===== config.mk =====
export PLATFORM = sky130hd
export DESIGN_NAME = i2c_mem_slave
export DESIGN_NICKNAME = d
export VERILOG_FILES = /design/src/rtl/i2c_mem_slave.sv
export SDC_FILE = /design/constraint.sdc
export NUM_CORES = 1
export LEC_CHECK = 0
export CAP_MARGIN = 20
export CORE_MARGIN = 8
export CORE_UTILIZATION = 25
export DETAILED_ROUTE_END_ITERATION = 10
export PLACE_DENSITY = 0.53
export SLEW_MARGIN = 25
export SYNTH_ARGS = -nofsm -noshare
export SYNTH_HDL_FRONTEND = slang
export SYNTH_SLANG_ARGS = --single-unit

===== constraint.sdc =====
create_clock -name clk -period 2.8 [get_ports clk]
set_clock_uncertainty 0.1 [all_clocks]
set_input_delay 0.56 -clock clk [delete_from_list [all_inputs] [get_ports clk]]
set_output_delay 0.56 -clock clk [all_outputs]
set_load 0.02 [all_outputs]

===== src/rtl/i2c_mem_slave.sv =====
module i2c_mem_slave #(
  parameter int ADDR_W   = 11,
  parameter int ROW_W    = 4,
  parameter logic [3:0] DEV_CODE = 4'b1010
) (
  input  logic              clk,
  input  logic              rst_n,
  input  logic              scl_i,
  input  logic              sda_i,
  output logic              sda_oe,
  input  logic              busy_i,
  output logic [ADDR_W-1:0] mem_addr,
  output logic              mem_we,
  output logic [7:0]        mem_wdata,
  output logic              mem_re,
  input  logic [7:0]        mem_rdata
);
  localparam int HI_W = ADDR_W - 8;

  typedef enum logic [2:0] {S_IDLE, S_DEV, S_ADDR, S_WDATA, S_RDATA} state_t;

  state_t state, nxt;
  logic [1:0] scl_q, sda_q;
  logic scl_p, sda_p;
  logic [3:0] bitcnt;
  logic [7:0] shreg, tx;
  logic ackph, mack, oe, we_r, re_r;
  logic [ADDR_W-1:0] addr;
  logic [7:0] wdata;

  wire scl_s    = scl_q[1];
  wire sda_s    = sda_q[1];
  wire scl_rise = scl_s & ~scl_p;
  wire scl_fall = ~scl_s & scl_p;
  wire start    = scl_s & scl_p & sda_p & ~sda_s;
  wire stop     = scl_s & scl_p & ~sda_p & sda_s;
  wire byte_end = (bitcnt == 4'd8);

  assign sda_oe    = oe;
  assign mem_addr  = addr;
  assign mem_we    = we_r;
  assign mem_wdata = wdata;
  assign mem_re    = re_r;

  always_ff @(posedge clk or negedge rst_n) begin
    if (!rst_n) begin
      scl_q <= 2'b11;
      sda_q <= 2'b11;
      scl_p <= 1'b1;
      sda_p <= 1'b1;
    end else begin
      scl_q <= {scl_q[0], scl_i};
      sda_q <= {sda_q[0], sda_i};
      scl_p <= scl_s;
      sda_p <= sda_s;
    end
  end

  always_ff @(posedge clk or negedge rst_n) begin
    if (!rst_n) begin
      state  <= S_IDLE;
      nxt    <= S_IDLE;
      bitcnt <= '0;
      shreg  <= '0;
      tx     <= '0;
      ackph  <= 1'b0;
      mack   <= 1'b0;
      oe     <= 1'b0;
      we_r   <= 1'b0;
      re_r   <= 1'b0;
      addr   <= '0;
      wdata  <= '0;
    end else begin
      we_r <= 1'b0;
      re_r <= 1'b0;
      if (we_r)
        addr[ROW_W-1:0] <= addr[ROW_W-1:0] + 1'b1;

      if (busy_i) begin
        state  <= S_IDLE;
        ackph  <= 1'b0;
        bitcnt <= '0;
        oe     <= 1'b0;
      end else if (start) begin
        state  <= S_DEV;
        ackph  <= 1'b0;
        bitcnt <= '0;
        oe     <= 1'b0;
      end else if (stop) begin
        state <= S_IDLE;
        ackph <= 1'b0;
        oe    <= 1'b0;
      end else if (state == S_RDATA) begin
        if (scl_rise) begin
          if (ackph) mack <= ~sda_s;
          else       bitcnt <= bitcnt + 1'b1;
        end
        if (scl_fall) begin
          if (ackph) begin
            ackph <= 1'b0;
            if (mack) begin
              tx     <= mem_rdata;
              oe     <= ~mem_rdata[7];
              bitcnt <= '0;
            end else begin
              state <= S_IDLE;
            end
          end else if (byte_end) begin
            oe    <= 1'b0;
            ackph <= 1'b1;
            addr  <= addr + 1'b1;
            re_r  <= 1'b1;
          end else begin
            tx <= {tx[6:0], 1'b0};
            oe <= ~tx[6];
          end
        end
      end else if (state != S_IDLE) begin
        if (scl_rise && !ackph && !byte_end) begin
          shreg  <= {shreg[6:0], sda_s};
          bitcnt <= bitcnt + 1'b1;
        end
        if (scl_fall) begin
          if (ackph) begin
            ackph  <= 1'b0;
            bitcnt <= '0;
            state  <= nxt;
            if (nxt == S_RDATA) begin
              tx <= mem_rdata;
              oe <= ~mem_rdata[7];
            end else begin
              oe <= 1'b0;
            end
          end else if (byte_end) begin
            case (state)
              S_DEV: begin
                if (shreg[7:4] == DEV_CODE) begin
                  oe    <= 1'b1;
                  ackph <= 1'b1;
                  if (shreg[0]) begin
                    nxt  <= S_RDATA;
                    re_r <= 1'b1;
                  end else begin
                    nxt <= S_ADDR;
                    addr[ADDR_W-1:8] <= shreg[HI_W:1];
                  end
                end else begin
                  state <= S_IDLE;
                end
              end
              S_ADDR: begin
                oe         <= 1'b1;
                ackph      <= 1'b1;
                addr[7:0]  <= shreg;
                nxt        <= S_WDATA;
              end
              default: begin
                oe    <= 1'b1;
                ackph <= 1'b1;
                we_r  <= 1'b1;
                wdata <= shreg;
                nxt   <= S_WDATA;
              end
            endcase
          end
        end
      end
    end
  end
endmodule


== After elaboration in Yosys (flattened, before gate mapping) ==
Index checks and enable logic that the tools add are counted.
Word-level totals
  register bits after elaboration: 55
  bits in latches: 0
  RAM bits: 0
  memory bits (read-only): 0
  output and inout bits: 22
  word-level logic and storage cells: 195
  memories kept: 0
Operators by class
  add/subtract/negate cells: 3
  multipliers: 0
  divide/modulo/power cells: 0
  order comparisons: 0
  equality and inequality tests: 26
  shifts and indexed selects: 0
  mux-type cells: 103
  bitwise logic cells: 19
  reductions and logical operators: 26
Operators with widths (number)
  11-bit 2-to-1 mux: 8
  4-bit 2-to-1 mux: 17
  7-bit 2-to-1 mux: 9
  3-bit 2-to-1 mux: 19
  1-bit 2-to-1 mux: 49
  5-bit inequality test (second input constant): 4
  6-bit inequality test (second input constant): 3
  6-bit AND reduction: 3
  9-bit AND reduction: 2
  2-bit inequality test (second input constant): 8
  13-bit AND reduction: 1
  1-bit inverter: 12
  2-bit nonzero test: 6
  11-bit by 1-bit adder with 11-bit output (second input constant): 1
  11-bit AND reduction: 1
  10-bit AND reduction: 1
  4-bit by 1-bit adder with 4-bit output (second input constant): 2
  4-bit == test (second input constant): 2
  8-bit 2-to-1 mux: 1
  8-bit AND reduction: 1
  1-bit bitwise AND: 7
  7-bit inequality test (second input constant): 1
  3-bit == test (second input constant): 2
  3-bit inequality test (second input constant): 2
  13 further kinds: 15

== Depth between registers and ports, before layout ==
Gate-level depths: netlist of run 1.
  depth in word-level cells: 12
  mapped depth: 9

== Least setup slack after synthesis of run 1 ==
No wires, ideal clock.
  path type: input to register
  from: input port busy_i
  to: register addr[8], in the netlist mem_addr[8]
  setup time: 0.121 ns
  data arrival time: 1.778 ns
  data required time: 2.579 ns
  slack: 0.801 ns
  cell stages on the path: 6
  cells stage by stage: clkbuf_2 > nor3b_4 > nand2_1 > nor4_4 > o21ai_1 > a22o_1
Between the ends
  cells in the longest elaborated chain, start to end: 2
RTL lines
  from (decl): line 11  | input logic busy_i,
  1-bit inverter (no source line)
  13-bit AND reduction (no source line)
  to (signal, indexed assignment): line 77  | addr[ROW_W-1:0] <= addr[ROW_W-1:0] + 1'b1;
  to (signal assigned): line 111  | addr <= addr + 1'b1;
  to (signal, indexed assignment): line 145  | addr[ADDR_W-1:8] <= shreg[HI_W:1];
  to (decl): line 28  | logic [ADDR_W-1:0] addr;
Every way passes these cells.
A chain may end at the register's enable or synchronous reset.

== Worst setup path after layout of run 1 ==
  from: input port busy_i
  to: register shreg[0]
Between the ends
  cells in the longest elaborated chain, start to end: 2
RTL lines
  1-bit inverter (no source line)
  6-bit AND reduction (no source line)
  to (signal assigned): line 120  | shreg <= {shreg[6:0], sda_s};
  to (decl): line 26  | logic [7:0] shreg, tx;
Every way passes these cells.

==> metrics, run 1 <==
via count between 2000 and 3000; initial core utilization around a quarter; mux share of post-synthesis cell area roughly 7.5%; GP Congestion ~0.83; Post-DP HPWL between 6 and 7 mm; global-route usage over all layers around 10%; clock slew at reported path FFs roughly 0.08 ns; first-pass GRT wire length 13.8 mm; Layout Cells excl Fill roughly 540; Post-Syn Nets ~350; Remaining DRCs 0; RSZ-0062 raised after global routing false; buffer levels on the longest clock path 2; post-synthesis sequential area ratio between 40% and 50%; total of max-cap violations 0; Max Fclk 0.432 GHz; via/cell ratio approximately 4.8; Die Footprint 16600 µm²; # diodes 0; wire per inst between 15 and 20 µm; Yosys Warn Count 0; share of cells above drive strength 1 14.1%; area grow syn2layout 21.2%; crit path DAT 2.40 ns; Syn Area/Cell 9.61 µm²; ys async rst share between 90% and 100%; Synth top area share a little under 40%; commonest non-fill, non-tap cells in the layout dfrtp_1 (49), nand2_1 (46), clkdlybuf4s50_1 (33), nor2_1 (28), o21ai_0 (20); CTS Buf Count 5; First-pass DRT Iterations 4; adder-cell share of the synthesized area under 10%; vias in the first global route between 2000 and 3000; Gate Count Post-Synth between 300 and 400; Tmin final around 2.3 ns; post-CTS setup buffer count 0; die height between 100 and 150 µm; TritonCTS clock tree done; synth top area cells dfrtp_1 (39%), nand2_1 (5.4%), dfstp_2 (5.0%), mux2i_1 (3.5%), mux2_4 (3.3%); fin area 3860 µm²; EDFF count, synth 0; Starting DRT DRC Count 143; kind of end point of the critical path register; main combinational cell family by area after synthesis simple AND/OR/NAND/NOR gates; CP Data Required Time ~2.9 ns; antenna viol nets, final 0; worst-path maximum fanout 9; endpoints failing setup 0; cell count after placement ~530; Fin. Hold Viols 0; row cnt 41; commonest non-fill, non-tap cell in the layout dfrtp_1; Synth Area in Simple Gates a little under a quarter; Slew HR between 60% and 70%; maximum vdd drop approximately 0.28 mV; fin. max-slew vios 0; clk_lat worst skew 0.29 ns; Final period util between 80% and 90%; post-CTS sizing 0; xor and xnor area share after synthesis under 10%; H-tree levels 2; Leak roughly 1.5 nW; Min-Delay Path Class input port to asynchronous set/reset pin; Synth area leader dfrtp_1; Compound-Gate Fraction of Synth Area 17.6%; clock sink count 55; dpl cell area between 3000 and 4000 µm²; CORE AREA approximately 13000 µm²; CTS Hold Bufs 0; # IOs 35; GR Overflow Total 0; total power roughly 1.7 mW; largest net degree at the start of global routing 21; Chip Width ~130 µm; crit path launch type input port; mapped cell area 3180 µm²; Final Net Count around 380; Slew @ Worst Pin around 0.57 ns; Setup TNS 0 ns; PortBufs 34; Synth Flop Type dfrtp_1; critical path class input port to register; hold slack 0.0957 ns; root buffer cell clkbuf_16; Routed WL between 8 and 9 mm; number of synthesized register bits 55; outcome finished clean; initial antenna violation count 0; power density over the cells about 430 nW/µm²; Synth cell types 71
==> critical path, stage by stage <==
cell             delay [ns]
clkdlybuf4s50_1        0.57
a31o_2                 0.31
or3_1                  0.58
mux2_4                 0.38
==> per-stage QoR <==
step           worst slack, ns  util (%)
2_1_floorplan            0.801         -
3_3_place_gp             0.196      29.6
3_5_place_dp             0.178      29.6
4_1_cts                  0.497      30.8
5_1_grt                  0.296      30.8
6_report                 0.488      30.8
==> sequential cells by signal, indices dropped and copies added, names as in the netlist, 3 cells and up <==
name	cells
nxt	3
bitcnt	4
mem_wdata	8
state	3
mem_addr	11
shreg	8
tx	7
==> metal layers <==
metal | global-route usage, % | wire length [µm] | share of wire [%] | up-vias
li1 | - | - | - | 1276
met1 | 14.1 | 4060 | 49 | 1282
met2 | 16.3 | 3830 | 46 | 40
met3 | 2.03 | 291 | 3.5 | 4
met4 | 2.70 | 79 | 0.96 | 0
met5 | 0 | 0 | 0 | -
==> area by class of cell <==
type | count | area, µm²
sequential | 55 | 1380
clock inverter | 3 | 27.5
tap | 172 | 215
fill | 1335 | 8660
timing repair buffer | 45 | 418
clock buffer | 5 | 125
inverter | 12 | 45.0
multi-input combinational | 249 | 1640
==> final timing paths <==
check,start,endpoint,slack [ns],cells past startpoint
worst max-delay path,busy_i,shreg[0],0.49,4
worst min-delay path,rst_n,mem_wdata[2],0.1,1
worst max register to register,scl_q[1],shreg[0],0.51,4
worst min register to register,scl_q[0],scl_q[1],0.26,0
max in group asynchronous,rst_n,ackph,1.87,2
min in group clk,scl_q[0],scl_q[1],0.26,0
==> logic make-up after synthesis <==
group / after synthesis
flops: 55
buf+inv: 27
mux: 20
simple gates: 136
fa+ha+maj: 4
xor+xnor: 5
compound gates: 84
==> Yosys cell counts (6+ instances only) <==
cell type  count
nor2_1        28
a21oi_1       16
o21ai_1        6
nand2_1       46
o211ai_1       6
inv_1         11
nand4_1        7
nand3_1        9
nor3_1         7
dfstp_2        6
o21ai_0       20
mux2_4         7
mux2i_1       11
dfrtp_1       49
nor2b_1        6
==> where the power goes <==
part	internal [mW]	switching [mW]	leakage (nW)	total, mW
sequential	0.815	0.0328	0.718	0.848
combinational	0.0668	0.0744	0.756	0.141
clock	0.342	0.320	0.0723	0.662
total	1.22	0.427	1.55	1.65
Note: power is estimated with default switching activity, not from simulation.
==> run 2: changes to the inputs <==
--- a/config.mk
+++ b/config.mk
@@ -9,7 +9,7 @@
 export CORE_MARGIN = 8
 export CORE_UTILIZATION = 25
 export DETAILED_ROUTE_END_ITERATION = 10
-export PLACE_DENSITY = 0.53
+export PLACE_DENSITY = 0.54
 export SLEW_MARGIN = 25
 export SYNTH_ARGS = -nofsm -noshare
 export SYNTH_HDL_FRONTEND = slang
==> constraint.sdc (replaced) <==
create_clock -name clk -period 1.95 [get_ports clk]
set_clock_uncertainty 0.1 [all_clocks]
set_input_delay 0.39 -clock clk [delete_from_list [all_inputs] [get_ports clk]]
set_output_delay 0.39 -clock clk [all_outputs]
set_load 0.02 [all_outputs]
==> run 2 against run 1 <==
Setup slack worse by 0.48 ns. Non-clock buffer count up 67. Sequential share of layout area down 5.4 points. Critical path type is now register to register. Largest cell class unchanged.
==> metrics, run 2 (synthesis results as in run 1) <==
outcome finished clean; GR Overflow Total 0; total power about 2.4 mW; CTS Buf Count 5; largest net degree at the start of global routing between 50 and 60; # IOs 35; Final Net Count about 450; maximum vdd drop around 0.30 mV; share of cells above drive strength 1 around a third; RSZ-0062 raised after global routing true; First-pass DRT Iterations 4; Max Fclk a little over 0.5 GHz; Multi-input gate area 1770 µm²; critical path class register to register; via/cell ratio about 4.7; Die Footprint between 15000 and 20000 µm²; antenna viol nets, final 0; CP Data Required Time 2.04 ns; Chip Width between 100 and 150 µm; root buffer cell clkbuf_16; buffer levels on the longest clock path 2; wire per inst between 10 and 15 µm; via count around 2900; vias in the first global route between 2000 and 3000; crit path DAT just over 2 ns; filler cell count 1300; initial core utilization about a quarter; final core utilization 36.4%; area grow syn2layout 43.2%; initial antenna violation count 0; GP Congestion roughly 0.8; number of flip-flops in the largest register 11; combinational power share 10.8%; power density over the cells 534 nW/µm²; switching power 0.632 mW; Slew @ Worst Pin between 0.3 and 0.4 ns; Net Sw Frac between 20% and 30%; internal power between 1.5 and 2 mW; Starting DRT DRC Count between 150 and 200; kind of end point of the critical path register; H-tree levels 2; fin. max-slew vios 0; Slew HR between 70 and 80%; first-pass GRT wire length 14.8 mm; CORE AREA around 13000 µm²; clock sink count 55; Min-Delay Path Class register to register; commonest non-fill, non-tap cell in the layout buf_4; # diodes 0; TritonCTS clock tree done; Fin. Hold Viols 0; part of the power in registers 49.7%; Remaining DRCs 0; commonest non-fill, non-tap cells in the layout buf_4 (70), dfrtp_1 (46), nand2_1 (45), clkdlybuf4s50_1 (29), nor2_1 (27); Tmin final roughly 2 ns; Routed WL a little over 9 mm; global-route usage over all layers between 10% and 20%; Post-DP HPWL between 6 and 7 mm; FF/Latch Area between 1000 and 1500 µm²; clk_lat worst skew 0.30 ns; worst-path maximum fanout 7; crit path launch type register; Clock power frac ~40%; Final period util approximately 100%; die height 129 µm; total of max-cap violations 0; row cnt 41; endpoints failing setup 0; PortBufs 34; clock slew at reported path FFs around 0.080 ns; Leak 1.93 nW
run 2: metal layers:
layer | vias to the layer above | share of wire [%] | track usage (%)
li1 | 1412 | - | -
met1 | 1388 | 47 | 14.5
met4 | 0 | 1.1 | 3.87
met2 | 57 | 48 | 18.1
met3 | 6 | 3.5 | 1.99
met5 | - | 0 | 0
run 2: power groups by stage:
stage | clock [mW] | combinational, mW | sequential [mW]
after floorplan | 0 | 0.105 | 1.23
after global placement | 0 | 0.243 | 1.23
after detailed placement | 0 | 0.245 | 1.23
after CTS | 0.986 | 0.253 | 1.21
after global routing | 1.03 | 0.288 | 1.22
final | 0.961 | 0.262 | 1.21
run 2: area by class of cell:
type	instances	area share, %
Clock buffer	5	2.75
Clock inverter	3	0.632
Inverter	12	0.989
Multi-Input combinational cell	249	38.9
Sequential cell	55	30.5
Tap cell	172	4.72
Timing Repair Buffer	112	21.6
run 2: worst max-delay path: stages, from the launching register on:
cell and delay, ns:
dfstp_2 0.61, nor3b_4 0.24, nand2_2 0.09, or3_4 0.35, buf_6 0.15, mux2_4 0.28
run 2: repair_timing:
item	4_1_cts	5_1_grt
endpoints found under the hold margin	40	0
endpoints found under the setup margin	27	30
pin swaps	3	11
buffers inserted	6	5
hold buffers	1	0
gates resized for setup	13	30
cloned	0	2
run 2: metrics by stage:
stage                     hold WS [ns]  area, µm²  cells  setup WS (ns)  TNS, ns
after floorplan               -0.00559       3190    331        -0.0118  -0.0827
after global placement           0.246       4150    588         -0.258    -5.68
after detailed placement         0.247       4150    588         -0.294    -6.10
after CTS                        0.258       4390    602        0.00882        0
after global routing             0.266       4560    608        -0.0643   -0.570
final                            0.257       4560    608        0.00690        0
run 2: worst paths after layout:
check                           depth (start not counted)  endpoint  slack (ns)  startpoint
worst max-delay path                                    5  shreg[3]       0.007    scl_q[1]
worst min-delay path                                    0  sda_q[1]        0.26    sda_q[0]
worst max register to register                          5  shreg[3]       0.007    scl_q[1]
worst min register to register                          0  sda_q[1]        0.26    sda_q[0]
max in group asynchronous                               3     sda_p        0.94       rst_n
min in group asynchronous                               3     tx[1]        0.51       rst_n
